--- src/rtl/tlbpl_pkg.sv ---
package tlbpl_pkg;
  typedef enum logic [1:0] {
    ST_IDLE = 2'd0,
    ST_REQ  = 2'd1,
    ST_WAIT = 2'd2
  } pl_state_e;

  localparam logic SIDE_DATA  = 1'b0;
  localparam logic SIDE_INSTR = 1'b1;
endpackage

--- src/rtl/tlbpl_cam.sv ---
module tlbpl_cam #(
  parameter int ENTRIES = 32,
  parameter int VPN_W   = 20,
  parameter int PPN_W   = 20,
  localparam int IDX_W  = $clog2(ENTRIES)
) (
  input  logic             clk,
  input  logic             rst_n,
  input  logic [VPN_W-1:0] a_vpn,
  output logic             a_hit,
  input  logic [VPN_W-1:0] b_vpn,
  output logic             b_hit,
  output logic [IDX_W-1:0] b_idx,
  output logic [PPN_W-1:0] b_ppn,
  output logic             b_lock,
  input  logic             wr_en,
  input  logic [IDX_W-1:0] wr_idx,
  input  logic [VPN_W-1:0] wr_vpn,
  input  logic [PPN_W-1:0] wr_ppn,
  input  logic             wr_lock
);
  logic [ENTRIES-1:0] ent_valid;
  logic [ENTRIES-1:0] ent_lock;
  logic [VPN_W-1:0]   ent_vpn [ENTRIES];
  logic [PPN_W-1:0]   ent_ppn [ENTRIES];
  logic [ENTRIES-1:0] a_match;
  logic [ENTRIES-1:0] b_match;

  for (genvar g = 0; g < ENTRIES; g++) begin : g_ent
    always_ff @(posedge clk or negedge rst_n) begin
      if (!rst_n) begin
        ent_valid[g] <= 1'b0;
        ent_lock[g]  <= 1'b0;
        ent_vpn[g]   <= '0;
        ent_ppn[g]   <= '0;
      end else if (wr_en && wr_idx == IDX_W'(g)) begin
        ent_valid[g] <= 1'b1;
        ent_lock[g]  <= wr_lock;
        ent_vpn[g]   <= wr_vpn;
        ent_ppn[g]   <= wr_ppn;
      end
    end
    assign a_match[g] = ent_valid[g] && (ent_vpn[g] == a_vpn);
    assign b_match[g] = ent_valid[g] && (ent_vpn[g] == b_vpn);
  end

  assign a_hit = |a_match;

  always_comb begin
    b_hit = 1'b0;
    b_idx = '0;
    for (int i = ENTRIES - 1; i >= 0; i--) begin
      if (b_match[i]) begin
        b_hit = 1'b1;
        b_idx = IDX_W'(i);
      end
    end
  end

  assign b_ppn  = ent_ppn[b_idx];
  assign b_lock = ent_lock[b_idx];

  // a written slot answers the lookup for its page from the next cycle
  p_write_visible_r2: assert property (@(posedge clk) disable iff (!rst_n)
    (wr_en && b_vpn == wr_vpn) |=> ($stable(b_vpn) -> b_hit));
endmodule

--- src/rtl/tlbpl_lockdown.sv ---
module tlbpl_lockdown #(
  parameter int ENTRIES = 32,
  localparam int IDX_W  = $clog2(ENTRIES),
  localparam int LD_W   = 2 * IDX_W + 1
) (
  input  logic                  clk,
  input  logic                  rst_n,
  input  logic                  tl_bit,
  input  logic                  reg_fire,
  input  logic                  reg_wr,
  input  logic                  reg_side,
  input  logic                  reg_secure,
  input  logic                  reg_priv,
  input  logic [LD_W-1:0]       reg_wdata,
  output logic                  reg_ack,
  output logic                  reg_undef,
  output logic [LD_W-1:0]       reg_rdata,
  output logic [1:0][IDX_W-1:0] victim,
  output logic [1:0]            preserve
);
  logic [1:0][IDX_W-1:0] base_q;
  logic                  allowed;
  logic [IDX_W-1:0]      w_base;
  logic [IDX_W-1:0]      w_vic;
  logic                  w_pres;

  assign allowed = reg_priv && (reg_secure || tl_bit);
  assign w_base  = reg_wdata[IDX_W-1:0];
  assign w_vic   = reg_wdata[2*IDX_W-1:IDX_W];
  assign w_pres  = reg_wdata[2*IDX_W];

  for (genvar s = 0; s < 2; s++) begin : g_side
    always_ff @(posedge clk or negedge rst_n) begin
      if (!rst_n) begin
        base_q[s]   <= '0;
        victim[s]   <= '0;
        preserve[s] <= 1'b0;
      end else if (reg_fire && reg_wr && allowed && reg_side == 1'(s)) begin
        base_q[s]   <= w_base;
        victim[s]   <= (w_vic < w_base) ? w_base : w_vic;
        preserve[s] <= w_pres;
      end
    end

    // the victim never sits below the base
    p_victim_ge_base_r4: assert property (@(posedge clk) disable iff (!rst_n)
      victim[s] >= base_q[s]);
  end

  always_ff @(posedge clk or negedge rst_n) begin
    if (!rst_n) begin
      reg_ack   <= 1'b0;
      reg_undef <= 1'b0;
      reg_rdata <= '0;
    end else begin
      reg_ack   <= reg_fire;
      reg_undef <= reg_fire && !allowed;
      if (reg_fire && allowed && !reg_wr)
        reg_rdata <= {preserve[reg_side], victim[reg_side], base_q[reg_side]};
      else
        reg_rdata <= '0;
    end
  end

  // user-mode accesses are always refused
  p_user_undef_r5: assert property (@(posedge clk) disable iff (!rst_n)
    (reg_fire && !reg_priv) |=> (reg_ack && reg_undef));

  // the enable pin decides non-secure privileged access
  p_ns_gate_r6: assert property (@(posedge clk) disable iff (!rst_n)
    (reg_fire && reg_priv && !reg_secure) |=> (reg_undef == !$past(tl_bit)));
endmodule

--- src/rtl/tlbpl_fsm.sv ---
module tlbpl_fsm
  import tlbpl_pkg::*;
#(
  parameter int ENTRIES = 32,
  parameter int VPN_W   = 20,
  parameter int PPN_W   = 20,
  parameter int FS_W    = 5,
  parameter logic [FS_W-1:0] ICM_CODE = 5'h04,
  localparam int IDX_W  = $clog2(ENTRIES)
) (
  input  logic                  clk,
  input  logic                  rst_n,
  input  logic                  pl_valid,
  input  logic                  pl_side,
  input  logic [VPN_W-1:0]      pl_vpn,
  input  logic                  hit,
  input  logic [1:0][IDX_W-1:0] victim,
  input  logic [1:0]            preserve,
  output logic                  busy,
  output logic                  pl_done,
  output logic                  pl_hit,
  output logic                  dabort,
  output logic                  wk_req_valid,
  input  logic                  wk_req_ready,
  output logic [VPN_W-1:0]      wk_req_vpn,
  input  logic                  wk_rsp_valid,
  input  logic                  wk_rsp_fault,
  input  logic [FS_W-1:0]       wk_rsp_ftype,
  input  logic [PPN_W-1:0]      wk_rsp_ppn,
  output logic                  wr_en,
  output logic [IDX_W-1:0]      wr_idx,
  output logic [VPN_W-1:0]      wr_vpn,
  output logic [PPN_W-1:0]      wr_ppn,
  output logic                  wr_lock,
  output logic [FS_W-1:0]       dfsr,
  output logic [VPN_W-1:0]      dfar,
  output logic [FS_W-1:0]       ifsr
);
  pl_state_e        state;
  logic             side_q;
  logic [VPN_W-1:0] vpn_q;
  logic [IDX_W-1:0] vic_q;
  logic             lock_q;
  logic             accept;
  logic             rsp_take;

  assign busy     = (state != ST_IDLE);
  assign accept   = pl_valid && !busy;
  assign rsp_take = (state == ST_WAIT) && wk_rsp_valid;

  assign wk_req_valid = (state == ST_REQ);
  assign wk_req_vpn   = vpn_q;

  assign wr_en   = rsp_take && !wk_rsp_fault;
  assign wr_idx  = vic_q;
  assign wr_vpn  = vpn_q;
  assign wr_ppn  = wk_rsp_ppn;
  assign wr_lock = lock_q;

  always_ff @(posedge clk or negedge rst_n) begin
    if (!rst_n) begin
      state   <= ST_IDLE;
      side_q  <= SIDE_DATA;
      vpn_q   <= '0;
      vic_q   <= '0;
      lock_q  <= 1'b0;
      pl_done <= 1'b0;
      pl_hit  <= 1'b0;
      dabort  <= 1'b0;
      dfsr    <= '0;
      dfar    <= '0;
      ifsr    <= '0;
    end else begin
      pl_done <= 1'b0;
      pl_hit  <= 1'b0;
      dabort  <= 1'b0;
      case (state)
        ST_IDLE: begin
          if (accept) begin
            side_q <= pl_side;
            vpn_q  <= pl_vpn;
            vic_q  <= victim[pl_side];
            lock_q <= preserve[pl_side];
            if (hit) begin
              pl_done <= 1'b1;
              pl_hit  <= 1'b1;
            end else begin
              state <= ST_REQ;
            end
          end
        end
        ST_REQ: begin
          if (wk_req_ready) state <= ST_WAIT;
        end
        ST_WAIT: begin
          if (wk_rsp_valid) begin
            state   <= ST_IDLE;
            pl_done <= 1'b1;
            if (wk_rsp_fault) begin
              dabort <= 1'b1;
              dfar   <= vpn_q;
              if (side_q == SIDE_INSTR) begin
                dfsr <= ICM_CODE;
                ifsr <= wk_rsp_ftype;
              end else begin
                dfsr <= wk_rsp_ftype;
              end
            end
          end
        end
        default: state <= ST_IDLE;
      endcase
    end
  end

  // a walk is only started by a preload that missed
  p_walk_on_miss_r1: assert property (@(posedge clk) disable iff (!rst_n)
    $rose(wk_req_valid) |-> $past(accept && !hit));

  // a hit finishes next cycle quietly
  p_hit_quiet_r1: assert property (@(posedge clk) disable iff (!rst_n)
    (accept && hit) |=> (pl_done && pl_hit && !dabort && !wk_req_valid));

  // the walk request holds until taken
  p_req_hold_r9: assert property (@(posedge clk) disable iff (!rst_n)
    (wk_req_valid && !wk_req_ready) |=> (wk_req_valid && $stable(wk_req_vpn)));

  // instruction-side faults carry the fixed data status code
  p_icm_code_r8: assert property (@(posedge clk) disable iff (!rst_n)
    (dabort && side_q == SIDE_INSTR) |-> (dfsr == ICM_CODE));
endmodule

--- src/rtl/tlbpl_top.sv ---
module tlbpl_top #(
  parameter int ENTRIES = 32,
  parameter int VPN_W   = 20,
  parameter int PPN_W   = 20,
  parameter int FS_W    = 5,
  parameter logic [FS_W-1:0] ICM_CODE = 5'h04,
  localparam int IDX_W  = $clog2(ENTRIES),
  localparam int LD_W   = 2 * IDX_W + 1
) (
  input  logic             clk,
  input  logic             rst_n,
  input  logic             tl_bit,
  input  logic             reg_valid,
  output logic             reg_ready,
  input  logic             reg_wr,
  input  logic             reg_side,
  input  logic             reg_secure,
  input  logic             reg_priv,
  input  logic [LD_W-1:0]  reg_wdata,
  output logic             reg_ack,
  output logic             reg_undef,
  output logic [LD_W-1:0]  reg_rdata,
  input  logic             pl_valid,
  output logic             pl_ready,
  input  logic             pl_side,
  input  logic [VPN_W-1:0] pl_vpn,
  output logic             pl_done,
  output logic             pl_hit,
  output logic             dabort,
  output logic             wk_req_valid,
  input  logic             wk_req_ready,
  output logic [VPN_W-1:0] wk_req_vpn,
  input  logic             wk_rsp_valid,
  input  logic             wk_rsp_fault,
  input  logic [FS_W-1:0]  wk_rsp_ftype,
  input  logic [PPN_W-1:0] wk_rsp_ppn,
  output logic [FS_W-1:0]  dfsr,
  output logic [VPN_W-1:0] dfar,
  output logic [FS_W-1:0]  ifsr,
  input  logic [VPN_W-1:0] lk_vpn,
  output logic             lk_hit,
  output logic [IDX_W-1:0] lk_idx,
  output logic [PPN_W-1:0] lk_ppn,
  output logic             lk_lock
);
  logic                  busy;
  logic                  a_hit;
  logic [1:0][IDX_W-1:0] victim;
  logic [1:0]            preserve;
  logic                  wr_en;
  logic [IDX_W-1:0]      wr_idx;
  logic [VPN_W-1:0]      wr_vpn;
  logic [PPN_W-1:0]      wr_ppn;
  logic                  wr_lock;

  assign reg_ready = !busy;
  assign pl_ready  = !busy;

  tlbpl_cam #(.ENTRIES(ENTRIES), .VPN_W(VPN_W), .PPN_W(PPN_W)) u_cam (
    .clk(clk), .rst_n(rst_n),
    .a_vpn(pl_vpn), .a_hit(a_hit),
    .b_vpn(lk_vpn), .b_hit(lk_hit), .b_idx(lk_idx), .b_ppn(lk_ppn), .b_lock(lk_lock),
    .wr_en(wr_en), .wr_idx(wr_idx), .wr_vpn(wr_vpn), .wr_ppn(wr_ppn), .wr_lock(wr_lock)
  );

  tlbpl_lockdown #(.ENTRIES(ENTRIES)) u_ld (
    .clk(clk), .rst_n(rst_n), .tl_bit(tl_bit),
    .reg_fire(reg_valid && !busy), .reg_wr(reg_wr), .reg_side(reg_side),
    .reg_secure(reg_secure), .reg_priv(reg_priv), .reg_wdata(reg_wdata),
    .reg_ack(reg_ack), .reg_undef(reg_undef), .reg_rdata(reg_rdata),
    .victim(victim), .preserve(preserve)
  );

  tlbpl_fsm #(.ENTRIES(ENTRIES), .VPN_W(VPN_W), .PPN_W(PPN_W), .FS_W(FS_W),
              .ICM_CODE(ICM_CODE)) u_fsm (
    .clk(clk), .rst_n(rst_n),
    .pl_valid(pl_valid), .pl_side(pl_side), .pl_vpn(pl_vpn), .hit(a_hit),
    .victim(victim), .preserve(preserve),
    .busy(busy), .pl_done(pl_done), .pl_hit(pl_hit), .dabort(dabort),
    .wk_req_valid(wk_req_valid), .wk_req_ready(wk_req_ready), .wk_req_vpn(wk_req_vpn),
    .wk_rsp_valid(wk_rsp_valid), .wk_rsp_fault(wk_rsp_fault),
    .wk_rsp_ftype(wk_rsp_ftype), .wk_rsp_ppn(wk_rsp_ppn),
    .wr_en(wr_en), .wr_idx(wr_idx), .wr_vpn(wr_vpn), .wr_ppn(wr_ppn), .wr_lock(wr_lock),
    .dfsr(dfsr), .dfar(dfar), .ifsr(ifsr)
  );

  // nothing is taken while a walk is pending
  p_busy_blocks_r9: assert property (@(posedge clk) disable iff (!rst_n)
    (wk_req_valid || busy) |-> (!pl_ready && !reg_ready));
endmodule

--- config.mk ---
export PLATFORM = sky130hd
export DESIGN_NAME = tlbpl_top
export DESIGN_NICKNAME = d
export VERILOG_FILES = /design/src/rtl/tlbpl_pkg.sv /design/src/rtl/tlbpl_cam.sv /design/src/rtl/tlbpl_lockdown.sv /design/src/rtl/tlbpl_fsm.sv /design/src/rtl/tlbpl_top.sv
export SDC_FILE = /design/constraint.sdc
export NUM_CORES = 2
export LEC_CHECK = 0
export BUFFER_PORTS_ARGS = -buffer_cell sky130_fd_sc_hd__buf_2
export CORE_UTILIZATION = 42
export DETAILED_ROUTE_END_ITERATION = 8
export PLACE_DENSITY = 0.57
export SLEW_MARGIN = 20
export SYNTH_ARGS = -nofsm -noshare
export SYNTH_HDL_FRONTEND = slang
export SYNTH_SLANG_ARGS = --single-unit
--- constraint.sdc ---
create_clock -name clk -period 3.82 [get_ports clk]
set_input_delay 0.382 -clock clk [delete_from_list [all_inputs] [get_ports clk]]
set_output_delay 0.382 -clock clk [all_outputs]
set_load 0.05 [all_outputs]
* Word-level counts from Yosys, hierarchy flattened *
Index checks and enable logic that the tools add are counted.

storage, ports and cells
  output and inout bits = 96
  logic and storage cells = 472
  memories kept = 0
  bits of input ports = 89
  bits in latches = 0
  register bits after elaboration = 1,441
  memory bits (read-only) = 0
  memory bits (writable) = 0

cells by class
  equal/unequal tests = 101
  $lt $le $gt $ge = 5
  $mul = 0
  shift-type cells = 0
  mux-type cells = 95
  bitwise logic cells = 2
  reduce and logical (&&, ||, !) cells = 121
  add/subtract/negate cells = 0
  div/mod/pow operators = 0

operators with widths
  cell                                                                  number
  20-bit == test                                                        64
  5-bit two-way mux                                                     40
  1-bit logical AND                                                     108
  20-bit binary-select mux with 5-bit select                            1
  5-bit == test, second input constant                                  16
  1-bit two-way mux                                                     44
  5-bit by 4-bit == test with 1-bit output, second input constant       8
  20-bit two-way mux                                                    2
  32-bit OR reduction                                                   1
  5-bit by 3-bit == test with 1-bit output, second input constant       4
  11-bit two-way mux                                                    1
  5-bit by 2-bit == test with 1-bit output, second input constant       2
  2-bit two-way mux                                                     4
  4-bit AND reduction                                                   2
  6-bit >= comparator, second input constant                            1
  5-bit by 6-bit < comparator with 1-bit output, second input constant  1
  5-bit inverter with 6-bit output                                      1
  2-bit case mux with 3 select lines                                    1
  1-bit binary-select mux with 5-bit select                             1
  5-bit by 1-bit == test with 1-bit output, second input constant       1
  5-bit zero test                                                       1
  5-bit < comparator                                                    1
  1-bit zero test                                                       4
  1-bit by 2-bit < comparator with 1-bit output, second input constant  2
  11 further kinds                                                      13

* Logic depth before layout (Yosys ltp) *
  depth in word-level cells = 38
  gate-level depth with buffers = 20
  gate-level depth less buffers = 13

* Hierarchy *
A second synthesis with hierarchy kept.

unflattened totals
  cells, all modules = 6,677
  area total of the unflattened synthesis = 78,113.7 um^2

modules (own cells, without submodules)
  module          seq. area each (um^2)  area an instance (um^2)  instances  cells each
  tlbpl_cam       33,632.3               73,860.8                 1          6,308
  tlbpl_fsm       1,551.5                2,717.6                  1          246
  tlbpl_lockdown  875.8                  1,517.7                  1          120
  tlbpl_top       0.0                    17.5                     1          3

* Least setup slack after synthesis *
Ideal clock, no wire load.

  path type = input -> output
  from = input port lk_vpn[13]
  to = output port lk_ppn[18]
  cell stages on the path = 18
  data arrival time = 4,442 ps
  required time = 3,438 ps
  path buffers = 5
  path slack = -1,004 ps
  path through = buf_2 > buf_4 > buf_2 > xnor2_1 > nand4_1 > nor4_1 > nand4_1 > a21bo_2 > a21boi_1 > o21ai_1 > a21boi_1 > a21o_1 > buf_2 > and2_1 > clkbuf_1 > a22oi_1 > o211a_1 > nor3_1

on the way
  cells in the longest elaborated chain, start to end = 38

ends and longest elaborated chain
  item                                                      RTL line         text
  from (decl)                                               tlbpl_top.sv:40  input logic [VPN_W-1:0] lk_vpn,
  20-bit == test                                            tlbpl_cam.sv:44  assign b_match[g] = ent_valid[g] && (ent_vpn[g] == b_vpn);
  1-bit logical AND                                         tlbpl_cam.sv:44
  5-bit two-way mux (31 in a row)                           tlbpl_cam.sv:53  if (b_match[i]) begin
  5-bit two-way mux *                                       tlbpl_cam.sv:53
  net lk_idx[0]                                             tlbpl_top.sv:42  output logic [IDX_W-1:0] lk_idx,
  5-bit inverter with 6-bit output (not written as such) *  tlbpl_cam.sv:60  assign b_ppn = ent_ppn[b_idx];
  20-bit binary-select mux with 5-bit select *              tlbpl_cam.sv:60
  20-bit two-way mux (not written as such) * (2 in a row)   tlbpl_cam.sv:60
  to (decl)                                                 tlbpl_top.sv:43  output logic [PPN_W-1:0] lk_ppn,

Mark *: on every way through the listed nets, which the timed path passes. The rest lies on a longest branch. The select of a mux whose other input is x is not followed.

* Final worst setup path *
  from = register u_cam.ent_vpn[53] (netlist name)
  to = output port lk_ppn[14]

on the way
  cells in the longest elaborated chain, start to end = 36

ends and longest elaborated chain
  item                                                    RTL line         text
  from (decl)                                             tlbpl_cam.sv:24  logic [VPN_W-1:0] ent_vpn [ENTRIES];
  from (signal, indexed assignment)                       tlbpl_cam.sv:39  ent_vpn[g] <= wr_vpn;
  20-bit == test                                          tlbpl_cam.sv:44
  1-bit logical AND                                       tlbpl_cam.sv:44
  5-bit two-way mux (30 in a row)                         tlbpl_cam.sv:53
  5-bit inverter with 6-bit output (not written as such)  tlbpl_cam.sv:60
  20-bit binary-select mux with 5-bit select              tlbpl_cam.sv:60
  20-bit two-way mux (not written as such) (2 in a row)   tlbpl_cam.sv:60

No other way between the ends. The select of a mux whose other input is x is not followed.

==> impl_metrics.json <==
{
  "overflow": 0,
  "maxSlewViolCount": 0,
  "via_per_inst": 5.72,
  "synth-seq-cells": 1441,
  "final_antenna_net_count": 0,
  "cap_viol_max_count": 0,
  "grt_use_total_pct": 32.5,
  "crit_required_ps": 3440,
  "violations": "setup timing",
  "path_clk_slew_ps": 60,
  "syn2layout_area_growth_pct": 28.5,
  "leakage_nw": 46.2,
  "dr.first_iter.drc_count": 4982,
  "synth_top_area_share_pct": 46.6,
  "dr.pass1.iters": 5,
  "pre_cts_ws_ps": -2340,
  "clock-sinks": 1441,
  "slew_headroom_pct": 20.1,
  "worstHoldStart": "reg_side",
  "min_path_cells": 3,
  "portBuffers": 184,
  "place_congestion": 0.965,
  "wl_per_cell_um": 29.6,
  "syn_inst": 6433,
  "clk_path_buf_depth": 3,
  "avgSynthCellArea_um2": 12.0,
  "rr_worst_depth": 6,
  "die-area_um2": 186000,
  "whs_ps": 63.2,
  "setup_viol": 27,
  "die_w_um": 431,
  "whs_endpoint": "u_ld.reg_rdata[2]$_DFF_PN0_",
  "cpMaxStageDelayCell": "dfrtp_2",
  "worst_ir_drop_vdd_uv": 607,
  "r2r-start": "u_fsm.state[0]$_DFFE_PN0P_",
  "wl_um": 305000,
  "cts_tree": "done",
  "critPathCaptureType": "output port",
  "r2r_end": "u_cam.ent_vpn[177]$_DFFE_PN0P_",
  "ys_top_cells_by_area": "dfrtp_1 (47%), mux2_2 (21%), xnor2_1 (11%)",
  "crit_top_cell": "nand4_1",
  "grt_max_degree": 142,
  "critical_path_class": "register to output port",
  "max_slew.worst_pin.slew_ps": 1200,
  "crit_path_start_kind": "register",
  "io_pins": 185,
  "max_freq_ghz": 0.176,
  "core_um2": 183000,
  "h-tree-depth": 4,
  "async_flop_share_pct": 100,
  "drc": 0,
  "cpPeakStageDelay_ps": 480,
  "synth-main-ff-cell": "dfrtp_1",
  "synth_common_cells": "dfrtp_1 (1,441), mux2_2 (1,417), xnor2_1 (972), nand4_1 (348), clkbuf_1 (308)",
  "synth_edf_count": 0,
  "power_mw": 49.6,
  "crit_family": "simple AND/OR/NAND/NOR gates",
  "tns_ps": -42040,
  "initial_utilization_pct": 42.3,
  "synth_fp_nets": 6526,
  "root_buffer": "clkbuf_16",
  "min_period_over_period_pct": 149,
  "critPathBufInv": 7,
  "drive_above_1_share_pct": 45.4,
  "fin_crit_ps": 5700,
  "cp.arrival_ps": 5320,
  "cp_max_fo": 6,
  "hold_viol": 0,
  "yosysMostFrequentCell": "dfrtp_1",
  "rsz0062_at_grt": "yes",
  "rrSetupSlack_ps": 620,
  "clock_latency_ps": 850,
  "ys_types": 72,
  "grt_pass1_wl_um": 437000,
  "grt_pass1_vias": 60700,
  "p_per_area_nw_per_um2": 499,
  "dp_hpwl_um": 205000,
  "grt_antenna_before_repair": 18,
  "cts-buffers-inserted": 166,
  "rows": 157,
  "synth_seq_area_share_pct": 46.6,
  "final_nets": 7816,
  "netlist_area_um2": 77400,
  "worstPathCellList": "xnor2_4 -> nand4_1 -> nor4_2 -> nand4_1 -> buf_6 -> buf_6 -> nand4_1 -> or3b_4 -> a211o_1 -> a21oi_4 -> buf_12 -> buf_16 -> buf_12 -> mux2i_2 -> a211oi_2 -> a2111oi_4 -> buf_4 -> and3b_2 -> buf_8",
  "final.setup.worst_slack_ps": -1880,
  "finClkSkew_ps": 32.8,
  "vias": 59100,
  "status": "finished with violations",
  "hold_path_class": "input pin to register",
  "fp.dieH_um": 431,
  "synth_warnings": 0,
  "yosysTopAreaCell": "dfrtp_1"
}
-- area by class of cell --
cell class,count,area (um2)
diodes,6,15.0
clock buffers,248,4940
clock inverters,55,709
fillers,15900,83700
inverters,26,110
multi-input cells,4448,39900
flip-flops and latches,1441,36100
well taps,2464,3080
repair buffers,1640,14500
-- logic make-up after synthesis --
kind of cell             share of synthesized area (%)
AO/OA/AOI/OAI                                     2.52
XOR/XNOR                                          14.5
adder cells (fa/ha/maj)                         0.0647
buffers and inverters                             3.26
flip-flops                                        46.6
multiplexers                                      24.5
AND/OR/NAND/NOR                                   8.46
-- registers in the layout, summed over array words and instances, names as in the netlist, 2 cells and up --
name / count
u_cam.ent_lock: 32
u_cam.ent_ppn: 640
u_cam.ent_valid: 32
u_cam.ent_vpn: 640
u_fsm.dfar: 20
u_fsm.dfsr: 5
u_fsm.ifsr: 5
u_fsm.state: 2
u_fsm.wk_req_vpn: 20
u_fsm.wr_idx: 5
u_ld.base_q: 10
u_ld.preserve: 2
u_ld.reg_rdata: 11
u_ld.victim: 10
-- per-layer routing --
layer	vias to the layer above	GRT usage (%)	share of wire, %
met5	-	0	0.0043
met4	2	14.8	5.2
met3	664	4.44	5.9
met2	2236	53.0	47
met1	30800	42.9	42
li1	25400	-	-
-- worst max-delay path by stage --
stage               slack (ps)  cells past startpoint          to                          start
finish                   -1880                     19  lk_ppn[14]  u_cam.ent_vpn[53]$_DFFE_PN0P_
global route             -1940                     20  lk_ppn[19]  u_cam.ent_vpn[46]$_DFFE_PN0P_
CTS                      -1960                     19  lk_ppn[14]  u_cam.ent_vpn[54]$_DFFE_PN0P_
detailed placement       -2340                     21  lk_ppn[14]                     lk_vpn[13]
global placement         -2340                     21  lk_ppn[14]                     lk_vpn[13]
floorplan                 -190                     17  lk_ppn[18]                      lk_vpn[8]
-- cell usage in the layout, fill, tap and decap left out, types with 21 or more instances in the layout --
cell type      synthesis  layout
or2_2                 47      47
clkbuf_8               0      39
nor3b_1               30      30
buf_2                 73     140
a21oi_1               39      30
dfrtp_1             1441    1416
o21ai_0               42      34
inv_1                 24      22
clkbuf_1             308      39
nor2_1                57      43
clkbuf_16              0     174
mux2_2              1417    1411
clkinv_2               0      24
o211ai_1              40      40
buf_6                 32      45
dlygate4sd3_1          0      23
nand4_1              348     348
nand2_1              246     232
mux2i_1              303     295
buf_12                 1     153
buf_4                 29    1249
xnor2_1              972     930
a22oi_1               21      21
xor2_1               302     300
dfrtp_2                0      25
nand3_1              120     114
xnor2_2                5      45
nor4_1               171     162
nand2b_1              32      31
nand4b_1              25      25
-- stage by stage --
step / cell area [um2] / util [%] / instances
floorplan: 77800 / - / 6433
global placement: 91300 / 49.9 / 9908
detailed placement: 91300 / 49.9 / 9908
CTS: 98500 / 53.8 / 10300
global route: 99400 / 54.3 / 10300
finish: 99400 / 54.3 / 10300
-- report_power, final --
group / leakage [nW] / total, mW / internal [mW] / switching, mW
Clock: 2.76 / 16.7 / 9.66 / 7.00
Sequential: 19.9 / 19.6 / 17.2 / 2.38
Combinational: 23.5 / 13.3 / 5.57 / 7.74
-- worst register-to-register path, stage by stage (launching register included) --
cell      delay, ps
dfrtp_1         420
nand3b_1        250
nor2_1          120
nand2_1         210
nor2_1          510
nand3_4         840
mux2_2          740
-- what timing repair did --
action,in CTS,in global routing
setup buffers,75,36
resized for setup,180,93
hold buffers,23,0
pin swaps,37,59
hold endpoints to repair,367,0
gates cloned,5,5
setup endpoints to repair,27,27
Note: power is estimated with default switching activity, not from simulation.
